[src/rtl/sio_tx_pkg.sv]
`timescale 1ns/1ps
package sio_tx_pkg;
  localparam int CHAR_W = 8;
  localparam int REG_W  = 16;
  localparam int ADDR_W = 4;

  localparam logic [ADDR_W-1:0] A_CTRL   = 4'd0;
  localparam logic [ADDR_W-1:0] A_FRAME  = 4'd1;
  localparam logic [ADDR_W-1:0] A_CMD    = 4'd2;
  localparam logic [ADDR_W-1:0] A_STATUS = 4'd3;
  localparam logic [ADDR_W-1:0] A_TXDATA = 4'd4;
  localparam logic [ADDR_W-1:0] A_IF     = 4'd5;
  localparam logic [ADDR_W-1:0] A_IFS    = 4'd6;
  localparam logic [ADDR_W-1:0] A_IFC    = 4'd7;
  localparam logic [ADDR_W-1:0] A_IEN    = 4'd8;

  localparam int B_CMD_ON   = 2;
  localparam int B_CMD_OFF  = 3;
  localparam int B_ST_ON    = 1;
  localparam int B_ST_DONE  = 5;
  localparam int B_ST_LVL   = 6;
  localparam int B_CTRL_THR = 12;
  localparam int B_F_DONE   = 0;
  localparam int B_F_LVL    = 1;

  localparam logic [REG_W-1:0] FRAME_RST  = 16'h1005;
  localparam logic [REG_W-1:0] FRAME_MASK = 16'h330F;

  typedef enum logic [2:0] {
    ST_IDLE, ST_START, ST_DATA, ST_PAR, ST_STOP
  } ser_state_e;

  typedef struct packed {
    logic [3:0] nbits;
    logic       par_en;
    logic       par_odd;
    logic [7:0] stop_ticks;
  } frame_cfg_t;

  // Length code to data-bit count; codes outside 2..5 mean eight bits.
  function automatic logic [3:0] bits_of_code(input logic [3:0] code);
    if (code >= 4'd2 && code <= 4'd5) return code + 4'd3;
    return 4'd8;
  endfunction

  // Stop period in ticks: half a bit per code step, plus half a bit.
  function automatic logic [7:0] stop_ticks_of(input logic [1:0] code, input int ovs);
    logic [7:0] half;
    half = 8'(ovs / 2);
    return half * ({6'd0, code} + 8'd1);
  endfunction

  function automatic frame_cfg_t decode_frame(input logic [REG_W-1:0] f, input int ovs);
    frame_cfg_t c;
    c.nbits      = bits_of_code(f[3:0]);
    c.par_en     = f[9];
    c.par_odd    = f[8];
    c.stop_ticks = stop_ticks_of(f[13:12], ovs);
    return c;
  endfunction

  function automatic logic parity_of(input logic [CHAR_W-1:0] d, input logic [3:0] n,
                                     input logic odd);
    logic p;
    p = odd;
    for (int i = 0; i < CHAR_W; i++) begin
      if (i < int'(n)) p = p ^ d[i];
    end
    return p;
  endfunction
endpackage

[src/rtl/sio_tx_fifo.sv]
`timescale 1ns/1ps
module sio_tx_fifo #(
  parameter int DEPTH = 2,
  parameter int W     = 8,
  localparam int CNT_W = $clog2(DEPTH + 1),
  localparam int PTR_W = (DEPTH > 1) ? $clog2(DEPTH) : 1
) (
  input  logic             clk,
  input  logic             rst_n,
  input  logic             push,
  input  logic             pop,
  input  logic [W-1:0]     din,
  output logic [W-1:0]     dout,
  output logic [CNT_W-1:0] count,
  output logic             full,
  output logic             empty
);
  logic [W-1:0]     mem [DEPTH];
  logic [PTR_W-1:0] wr_ptr, rd_ptr;
  logic             push_ok, pop_ok;

  function automatic logic [PTR_W-1:0] step(input logic [PTR_W-1:0] p);
    return (p == PTR_W'(DEPTH - 1)) ? '0 : p + PTR_W'(1);
  endfunction

  assign full    = (count == CNT_W'(DEPTH));
  assign empty   = (count == '0);
  assign push_ok = push && !full;
  assign pop_ok  = pop && !empty;
  assign dout    = mem[rd_ptr];

  always_ff @(posedge clk) begin
    if (push_ok) mem[wr_ptr] <= din;
  end

  always_ff @(posedge clk or negedge rst_n) begin
    if (!rst_n) begin
      wr_ptr <= '0;
      rd_ptr <= '0;
      count  <= '0;
    end else begin
      if (push_ok) wr_ptr <= step(wr_ptr);
      if (pop_ok)  rd_ptr <= step(rd_ptr);
      case ({push_ok, pop_ok})
        2'b10:   count <= count + CNT_W'(1);
        2'b01:   count <= count - CNT_W'(1);
        default: count <= count;
      endcase
    end
  end

  a_r3_count_bound: assert property (@(posedge clk) disable iff (!rst_n)
    count <= CNT_W'(DEPTH));
  a_r3_full_drops: assert property (@(posedge clk) disable iff (!rst_n)
    (push && full && !pop) |=> (count == CNT_W'(DEPTH)));
endmodule

[src/rtl/sio_tx_ser.sv]
`timescale 1ns/1ps
module sio_tx_ser
  import sio_tx_pkg::*;
#(
  parameter int OVS = 16,
  localparam int TCNT_W = 8
) (
  input  logic              clk,
  input  logic              rst_n,
  input  logic              tick,
  input  logic              en,
  input  logic              have_data,
  input  logic [CHAR_W-1:0] data,
  input  frame_cfg_t        cfg,
  output logic              load,
  output logic              busy,
  output logic              done,
  output logic              txd
);
  ser_state_e        st;
  logic [TCNT_W-1:0] tcnt;
  logic [TCNT_W-1:0] lim;
  logic [3:0]        bidx;
  logic [CHAR_W-1:0] sh;
  frame_cfg_t        cq;
  logic              pbit;
  logic              last_tick;

  assign lim       = (st == ST_STOP) ? cq.stop_ticks : TCNT_W'(OVS);
  assign last_tick = tick && (tcnt == lim - TCNT_W'(1));
  assign load      = en && have_data && (st == ST_IDLE);
  assign busy      = (st != ST_IDLE);
  assign done      = (st == ST_STOP) && last_tick;

  always_ff @(posedge clk or negedge rst_n) begin
    if (!rst_n) begin
      st   <= ST_IDLE;
      tcnt <= '0;
      bidx <= '0;
      sh   <= '0;
      cq   <= '0;
      pbit <= 1'b0;
    end else if (load) begin
      st   <= ST_START;
      tcnt <= '0;
      bidx <= '0;
      sh   <= data;
      cq   <= cfg;
      pbit <= parity_of(data, cfg.nbits, cfg.par_odd);
    end else if (busy && tick) begin
      if (last_tick) begin
        tcnt <= '0;
        case (st)
          ST_START: st <= ST_DATA;
          ST_DATA: begin
            sh   <= sh >> 1;
            bidx <= bidx + 4'd1;
            if (bidx == cq.nbits - 4'd1) st <= cq.par_en ? ST_PAR : ST_STOP;
          end
          ST_PAR:  st <= ST_STOP;
          default: st <= ST_IDLE;
        endcase
      end else begin
        tcnt <= tcnt + TCNT_W'(1);
      end
    end
  end

  always_comb begin
    case (st)
      ST_START: txd = 1'b0;
      ST_DATA:  txd = sh[0];
      ST_PAR:   txd = pbit;
      default:  txd = 1'b1;
    endcase
  end

  a_r11_start_needs_on: assert property (@(posedge clk) disable iff (!rst_n)
    (st == ST_START && $past(st) == ST_IDLE) |-> $past(en));
  a_r7_stop_ends_idle: assert property (@(posedge clk) disable iff (!rst_n)
    done |=> (st == ST_IDLE));
  a_r6_parity_after_data: assert property (@(posedge clk) disable iff (!rst_n)
    (st == ST_PAR) |-> ($past(st) == ST_DATA || $past(st) == ST_PAR));
endmodule

[src/rtl/sio_tx_port.sv]
`timescale 1ns/1ps
module sio_tx_port
  import sio_tx_pkg::*;
#(
  parameter int DEPTH = 2,
  parameter int OVS   = 16
) (
  input  logic              clk,
  input  logic              rst_n,
  input  logic              tick16_i,
  input  logic [ADDR_W-1:0] addr_i,
  input  logic              wr_en_i,
  input  logic [REG_W-1:0]  wr_data_i,
  output logic [REG_W-1:0]  rd_data_o,
  output logic              tx_o,
  output logic              irq_o
);
  localparam int CNT_W = $clog2(DEPTH + 1);

  logic              tx_on, thr_sel, flag_done, done_st;
  logic [REG_W-1:0]  frame_q;
  logic [1:0]        ien_q;
  logic              wr_ctrl, wr_frame, wr_cmd, wr_data, wr_ifs, wr_ifc, wr_ien;
  logic [CHAR_W-1:0] fifo_dout;
  logic [CNT_W-1:0]  fifo_cnt;
  logic              fifo_full, fifo_empty;
  logic              ser_load, ser_busy, ser_done;
  logic              level_ok, done_event;
  logic [1:0]        flags;
  frame_cfg_t        cfg;

  assign wr_ctrl  = wr_en_i && (addr_i == A_CTRL);
  assign wr_frame = wr_en_i && (addr_i == A_FRAME);
  assign wr_cmd   = wr_en_i && (addr_i == A_CMD);
  assign wr_data  = wr_en_i && (addr_i == A_TXDATA);
  assign wr_ifs   = wr_en_i && (addr_i == A_IFS);
  assign wr_ifc   = wr_en_i && (addr_i == A_IFC);
  assign wr_ien   = wr_en_i && (addr_i == A_IEN);

  assign cfg = decode_frame(frame_q, OVS);

  sio_tx_fifo #(.DEPTH(DEPTH), .W(CHAR_W)) fifo_i (
    .clk   (clk),
    .rst_n (rst_n),
    .push  (wr_data),
    .pop   (ser_load),
    .din   (wr_data_i[CHAR_W-1:0]),
    .dout  (fifo_dout),
    .count (fifo_cnt),
    .full  (fifo_full),
    .empty (fifo_empty)
  );

  sio_tx_ser #(.OVS(OVS)) ser_i (
    .clk       (clk),
    .rst_n     (rst_n),
    .tick      (tick16_i),
    .en        (tx_on),
    .have_data (!fifo_empty),
    .data      (fifo_dout),
    .cfg       (cfg),
    .load      (ser_load),
    .busy      (ser_busy),
    .done      (ser_done),
    .txd       (tx_o)
  );

  assign level_ok   = thr_sel ? (fifo_cnt <= CNT_W'(DEPTH / 2)) : fifo_empty;
  assign done_event = ser_done && fifo_empty;
  assign flags      = {level_ok, flag_done};
  assign irq_o      = |(flags & ien_q);

  always_ff @(posedge clk or negedge rst_n) begin
    if (!rst_n) begin
      tx_on     <= 1'b0;
      thr_sel   <= 1'b0;
      frame_q   <= FRAME_RST;
      ien_q     <= '0;
      flag_done <= 1'b0;
      done_st   <= 1'b0;
    end else begin
      if (wr_cmd) begin
        if (wr_data_i[B_CMD_OFF])     tx_on <= 1'b0;
        else if (wr_data_i[B_CMD_ON]) tx_on <= 1'b1;
      end
      if (wr_ctrl)  thr_sel <= wr_data_i[B_CTRL_THR];
      if (wr_frame) frame_q <= wr_data_i & FRAME_MASK;
      if (wr_ien)   ien_q   <= wr_data_i[1:0];
      if (wr_data)         done_st <= 1'b0;
      else if (done_event) done_st <= 1'b1;
      if (done_event || (wr_ifs && wr_data_i[B_F_DONE]))
        flag_done <= 1'b1;
      else if (wr_ifc && wr_data_i[B_F_DONE])
        flag_done <= 1'b0;
    end
  end

  always_comb begin
    rd_data_o = '0;
    case (addr_i)
      A_CTRL:   rd_data_o[B_CTRL_THR] = thr_sel;
      A_FRAME:  rd_data_o = frame_q;
      A_STATUS: begin
        rd_data_o[B_ST_ON]   = tx_on;
        rd_data_o[B_ST_DONE] = done_st;
        rd_data_o[B_ST_LVL]  = level_ok;
      end
      A_IF:     rd_data_o[1:0] = flags;
      A_IEN:    rd_data_o[1:0] = ien_q;
      default:  rd_data_o = '0;
    endcase
  end

  a_r2_off_wins: assert property (@(posedge clk) disable iff (!rst_n)
    (wr_cmd && wr_data_i[B_CMD_OFF]) |=> !tx_on);
  a_r8_done_needs_empty: assert property (@(posedge clk) disable iff (!rst_n)
    $rose(done_st) |-> (fifo_empty && !ser_busy));
  a_r9_done_flag_sticky: assert property (@(posedge clk) disable iff (!rst_n)
    ($past(flag_done) && !($past(wr_ifc) && $past(wr_data_i[B_F_DONE]))) |-> flag_done);
  a_r10_masked_quiet: assert property (@(posedge clk) disable iff (!rst_n)
    (ien_q == 2'b00) |-> !irq_o);
  a_r11_off_no_load: assert property (@(posedge clk) disable iff (!rst_n)
    !tx_on |-> !ser_load);
endmodule

[config.mk]
export PLATFORM = sky130hd
export DESIGN_NAME = sio_tx_port
export DESIGN_NICKNAME = d
export VERILOG_FILES = /design/src/rtl/sio_tx_pkg.sv /design/src/rtl/sio_tx_fifo.sv /design/src/rtl/sio_tx_ser.sv /design/src/rtl/sio_tx_port.sv
export SDC_FILE = /design/constraint.sdc
export NUM_CORES = 1
export LEC_CHECK = 0
export BUFFER_PORTS_ARGS = -buffer_cell sky130_fd_sc_hd__buf_2
export CORE_UTILIZATION = 55
export DETAILED_ROUTE_END_ITERATION = 12
export PLACE_DENSITY = 0.77
export SYNTH_ARGS = -nofsm -noshare
export SYNTH_HDL_FRONTEND = slang
export SYNTH_SLANG_ARGS = --single-unit
[constraint.sdc]
create_clock -name clk -period 3.7 [get_ports clk]
set_input_delay 0.185 -clock clk [delete_from_list [all_inputs] [get_ports clk]]
set_output_delay 0.185 -clock clk [all_outputs]
set_load 0.01 [all_outputs]
==> results.md <==
* Setup WS post-layout at 0.321 ns
* Placer congestion estimate at 0.878
* Initial antenna violation count at 0
* Routed Antenna Nets at 0
* Clock power frac at 23.7%
* Maximum VDD drop at 0.000423 V
* Post-CTS setup buffer count at 0
* Routed via count at 2725
* Tot Pwr at 2750 uW
* Synth Warn # at 0
* Fin. Hold Viols at 0
* CP max FO at 8
* RSZ-0062 raised after global routing: false
* CTS Sinks at 66
* Filler-free cell count of the finished design at 474
* Post-Syn Instances at 358
* Most frequent cells in the layout: dfrtp_1, nand2_1, buf_2, nor2_1, o21ai_0
* Clock Latency Late Sink at 0.35 ns
* First-pass DRT Iterations at 4
* Async SR Flop Fraction at 75.8%
* Worst slew pin tran at 1.07 ns
* First-pass GRT wire length at 12.2 mm
* Cts bufs inserted at 9
* Area growth syn-to-layout at 11.6%
* I/O Buffers at 31
* Total negative setup slack at 0 ns
* Final wirelength at 7.13 mm
* Nature of the critical path endpoint: flip-flop
* Post-synth EDFFs at 16
* Inst Count DP at 458
* Crit path kind: reg2reg
* H-tree Lvls at 3
* Seq pwr share at 40.5%
* Dpl hpwl at 5.21 mm
* Die Area at 6900 sq um
* Post-Syn Area per Cell at 10.1 sq um
* Final Slew Violations at 0
* Library cells used by synthesis at 57
* Logic gate share of total power at 35.8%
* Clk buf depth at 2
* Worst Skew at 0.00859 ns
* Setup crit start kind: flip-flop
* Antenna diodes at 0
* HP Class: in2reg
* CTS tree: done
* Mapped cell area at 3620 sq um
* Starting Density at 56.9%
* Final worst-path cycle share at 91.3%
* Worst-path clk slew at 0.07 ns
* Most common cell after layout, fill and taps aside: dfrtp_1
* Pwr dens at 681 nW/um^2
* Io pins at 42
* Cell Chain, Critical Path: or4b_4 -> inv_1 -> ha_1 -> ha_1 -> xnor2_1 -> or4_4 -> or4_4 -> o21ai_4 -> nand2_2 -> or3_1 -> o21ai_0
* Hold slack at 0.0249 ns
* DRC violations left at 0
* Slew Limit Headroom at 28.5%
* Die Y at 83.1 um
* Crit-path slowest cell: or4b_4
* Leak at 0.00179 uW
* Drt wl/cell at 15.1 um
* Psw at 991 uW
* Fmax at 296 MHz
* Nets at 429
* Max-Cap Viols at 0
* Row count at 29
* Post-Place Worst Slack at 0.316 ns
* CP Data Arrival Time at 3.64 ns
* Total core area at 6350 sq um
* Post-synthesis sequential area ratio at 48.0%
* Status: completed
* Total track usage at 22.5%
* Root Buffer: clkbuf_8
* Pin count of the biggest net entering global routing at 51
* CP peak stage delay at 0.57 ns
* Shortest period the worst path allows at 3.38 ns
* Final setup fails at 0
* Synthesized flop and latch total at 66
* CTS resizes at 0
* Vias/cell at 5.75
* P_int at 1760 uW
* Net Sw Frac at 36.1%
* Vias in the first global route at 2537
* Top_reg_cell synth: dfrtp_1
* Share of layout cells above drive strength 1 at 19.4%
* Critical Path RT at 3.96 ns
* Hold-fix buffers, CTS at 0
* DIE WIDTH at 83.1 um
* Initial DRC Count at 166
* Grt total ovfl at 0
path summary, 6_finish.rpt:
check / from / endpoint / slack (ns) / depth (start not counted)
hold / removal: wr_data_i[7] / fifo_i.mem[1][7] / 0.02 / 1
min in group asynchronous: rst_n / ser_i.tcnt[1] / 0.03 / 1
setup reg to reg: ser_i.st[1] / ser_i.st[2] / 0.32 / 11
max in group asynchronous: rst_n / ser_i.cq[10] / 3.00 / 1
setup / recovery: ser_i.st[1] / ser_i.st[2] / 0.32 / 11
hold reg to reg: ser_i.cq[4] / ser_i.cq[4] / 0.48 / 2
layer usage:
metal	GRT usage, %	part of all wire, %	vias up	wire length, um
met5	0	0	-	0
met4	8.46	1.4	0	100
met3	4.87	4.4	9	315
met2	36.0	48	81	3420
met1	30.0	46	1305	3300
li1	-	-	1330	-
worst max-delay path: cells and delay by family, from the launching register on:
| kind | cells | cell delay [ns] |
|---|---|---|
| adder cells (fa/ha/maj) | 2 | 0.36 |
| buffers and inverters | 1 | 0.07 |
| AND/OR/NAND/NOR | 5 | 2.07 |
| AO/OA/AOI/OAI | 2 | 0.22 |
| flip-flops | 1 | 0.44 |
| XOR/XNOR | 1 | 0.12 |
flip-flops by register name, indices dropped and copies added (netlist names):
name / count
fifo_i.rd_ptr: 1
ser_i.tcnt: 8
ien_q: 2
ser_i.pbit: 1
ser_i.st: 3
flag_done: 1
frame_q: 8
fifo_i.mem: 16
tx_on: 1
thr_sel: 1
ser_i.bidx: 4
ser_i.sh: 8
fifo_i.count: 2
done_st: 1
ser_i.cq: 8
fifo_i.wr_ptr: 1
cell usage after synthesis, drive strengths merged, types with 2 or more instances:
| master | instances | area (sq um) |
|---|---|---|
| buf | 9 | 60.1 |
| o21ai | 20 | 111 |
| nor2b | 3 | 18.8 |
| o311ai | 2 | 17.5 |
| nand2 | 46 | 175 |
| mux2i | 12 | 120 |
| nor3b | 3 | 22.5 |
| or2 | 2 | 12.5 |
| nor3 | 5 | 25.0 |
| dfrtp | 47 | 1180 |
| xor2 | 10 | 87.6 |
| a21o | 2 | 16.3 |
| nand3b | 2 | 15.0 |
| nor2 | 28 | 105 |
| a21oi | 18 | 90.1 |
| clkbuf | 8 | 30.0 |
| or4b | 2 | 23.8 |
| nor4 | 4 | 25.0 |
| o221a | 4 | 45.0 |
| or4 | 2 | 22.5 |
| or3 | 3 | 18.8 |
| edfxtp | 16 | 480 |
| o22ai | 2 | 12.5 |
| a311oi | 2 | 17.5 |
| and3 | 5 | 31.3 |
| ha | 13 | 163 |
| nand3 | 11 | 55.1 |
| nand4 | 4 | 25.0 |
| mux2 | 11 | 124 |
| o21a | 3 | 22.5 |
| nand2b | 3 | 18.8 |
| xnor2 | 14 | 123 |
| inv | 14 | 52.6 |
| and2 | 7 | 43.8 |
| o31ai | 2 | 15.0 |
| dfstp | 3 | 78.8 |
power groups by stage:
| stage | clock, uW | combinational [uW] | sequential (uW) |
|---|---|---|---|
| 4_1_cts | 662 | 985 | 1110 |
| 5_1_grt | 689 | 1110 | 1140 |
| 6_report | 650 | 984 | 1110 |
| 3_3_place_gp | 0 | 954 | 1120 |
| 2_1_floorplan | 0 | 825 | 1040 |
| 3_5_place_dp | 0 | 982 | 1130 |
logic make-up after synthesis:
| group | after synthesis | share of synthesized area [%] |
|---|---|---|
| other | 1 | 0.104 |
| adders and majority gates | 13 | 4.50 |
| muxes | 23 | 6.75 |
| AOI/OAI and AO/OA | 68 | 12.7 |
| xor gates and xnor gates | 24 | 5.81 |
| DFF | 66 | 48.0 |
| and+or+nand+nor | 132 | 18.2 |
| buffers and inverters | 31 | 3.94 |
layout make-up:
cell class	instances	area, sq um
Clock buffer	11	131
Clock inverter	5	78.8
Fill cell	509	2310
Inverter	14	52.6
Multi-Input combinational cell	266	1760
Sequential cell	66	1740
Tap cell	77	96.3
Timing Repair Buffer	35	185
through the flow:
step,utilization [%],instance area [sq um]
2_1_floorplan,-,3630
3_3_place_gp,60.3,3830
3_5_place_dp,60.3,3830
4_1_cts,63.6,4040
5_1_grt,63.6,4040
6_report,63.6,4040
Power figures use the tool's default switching activity.
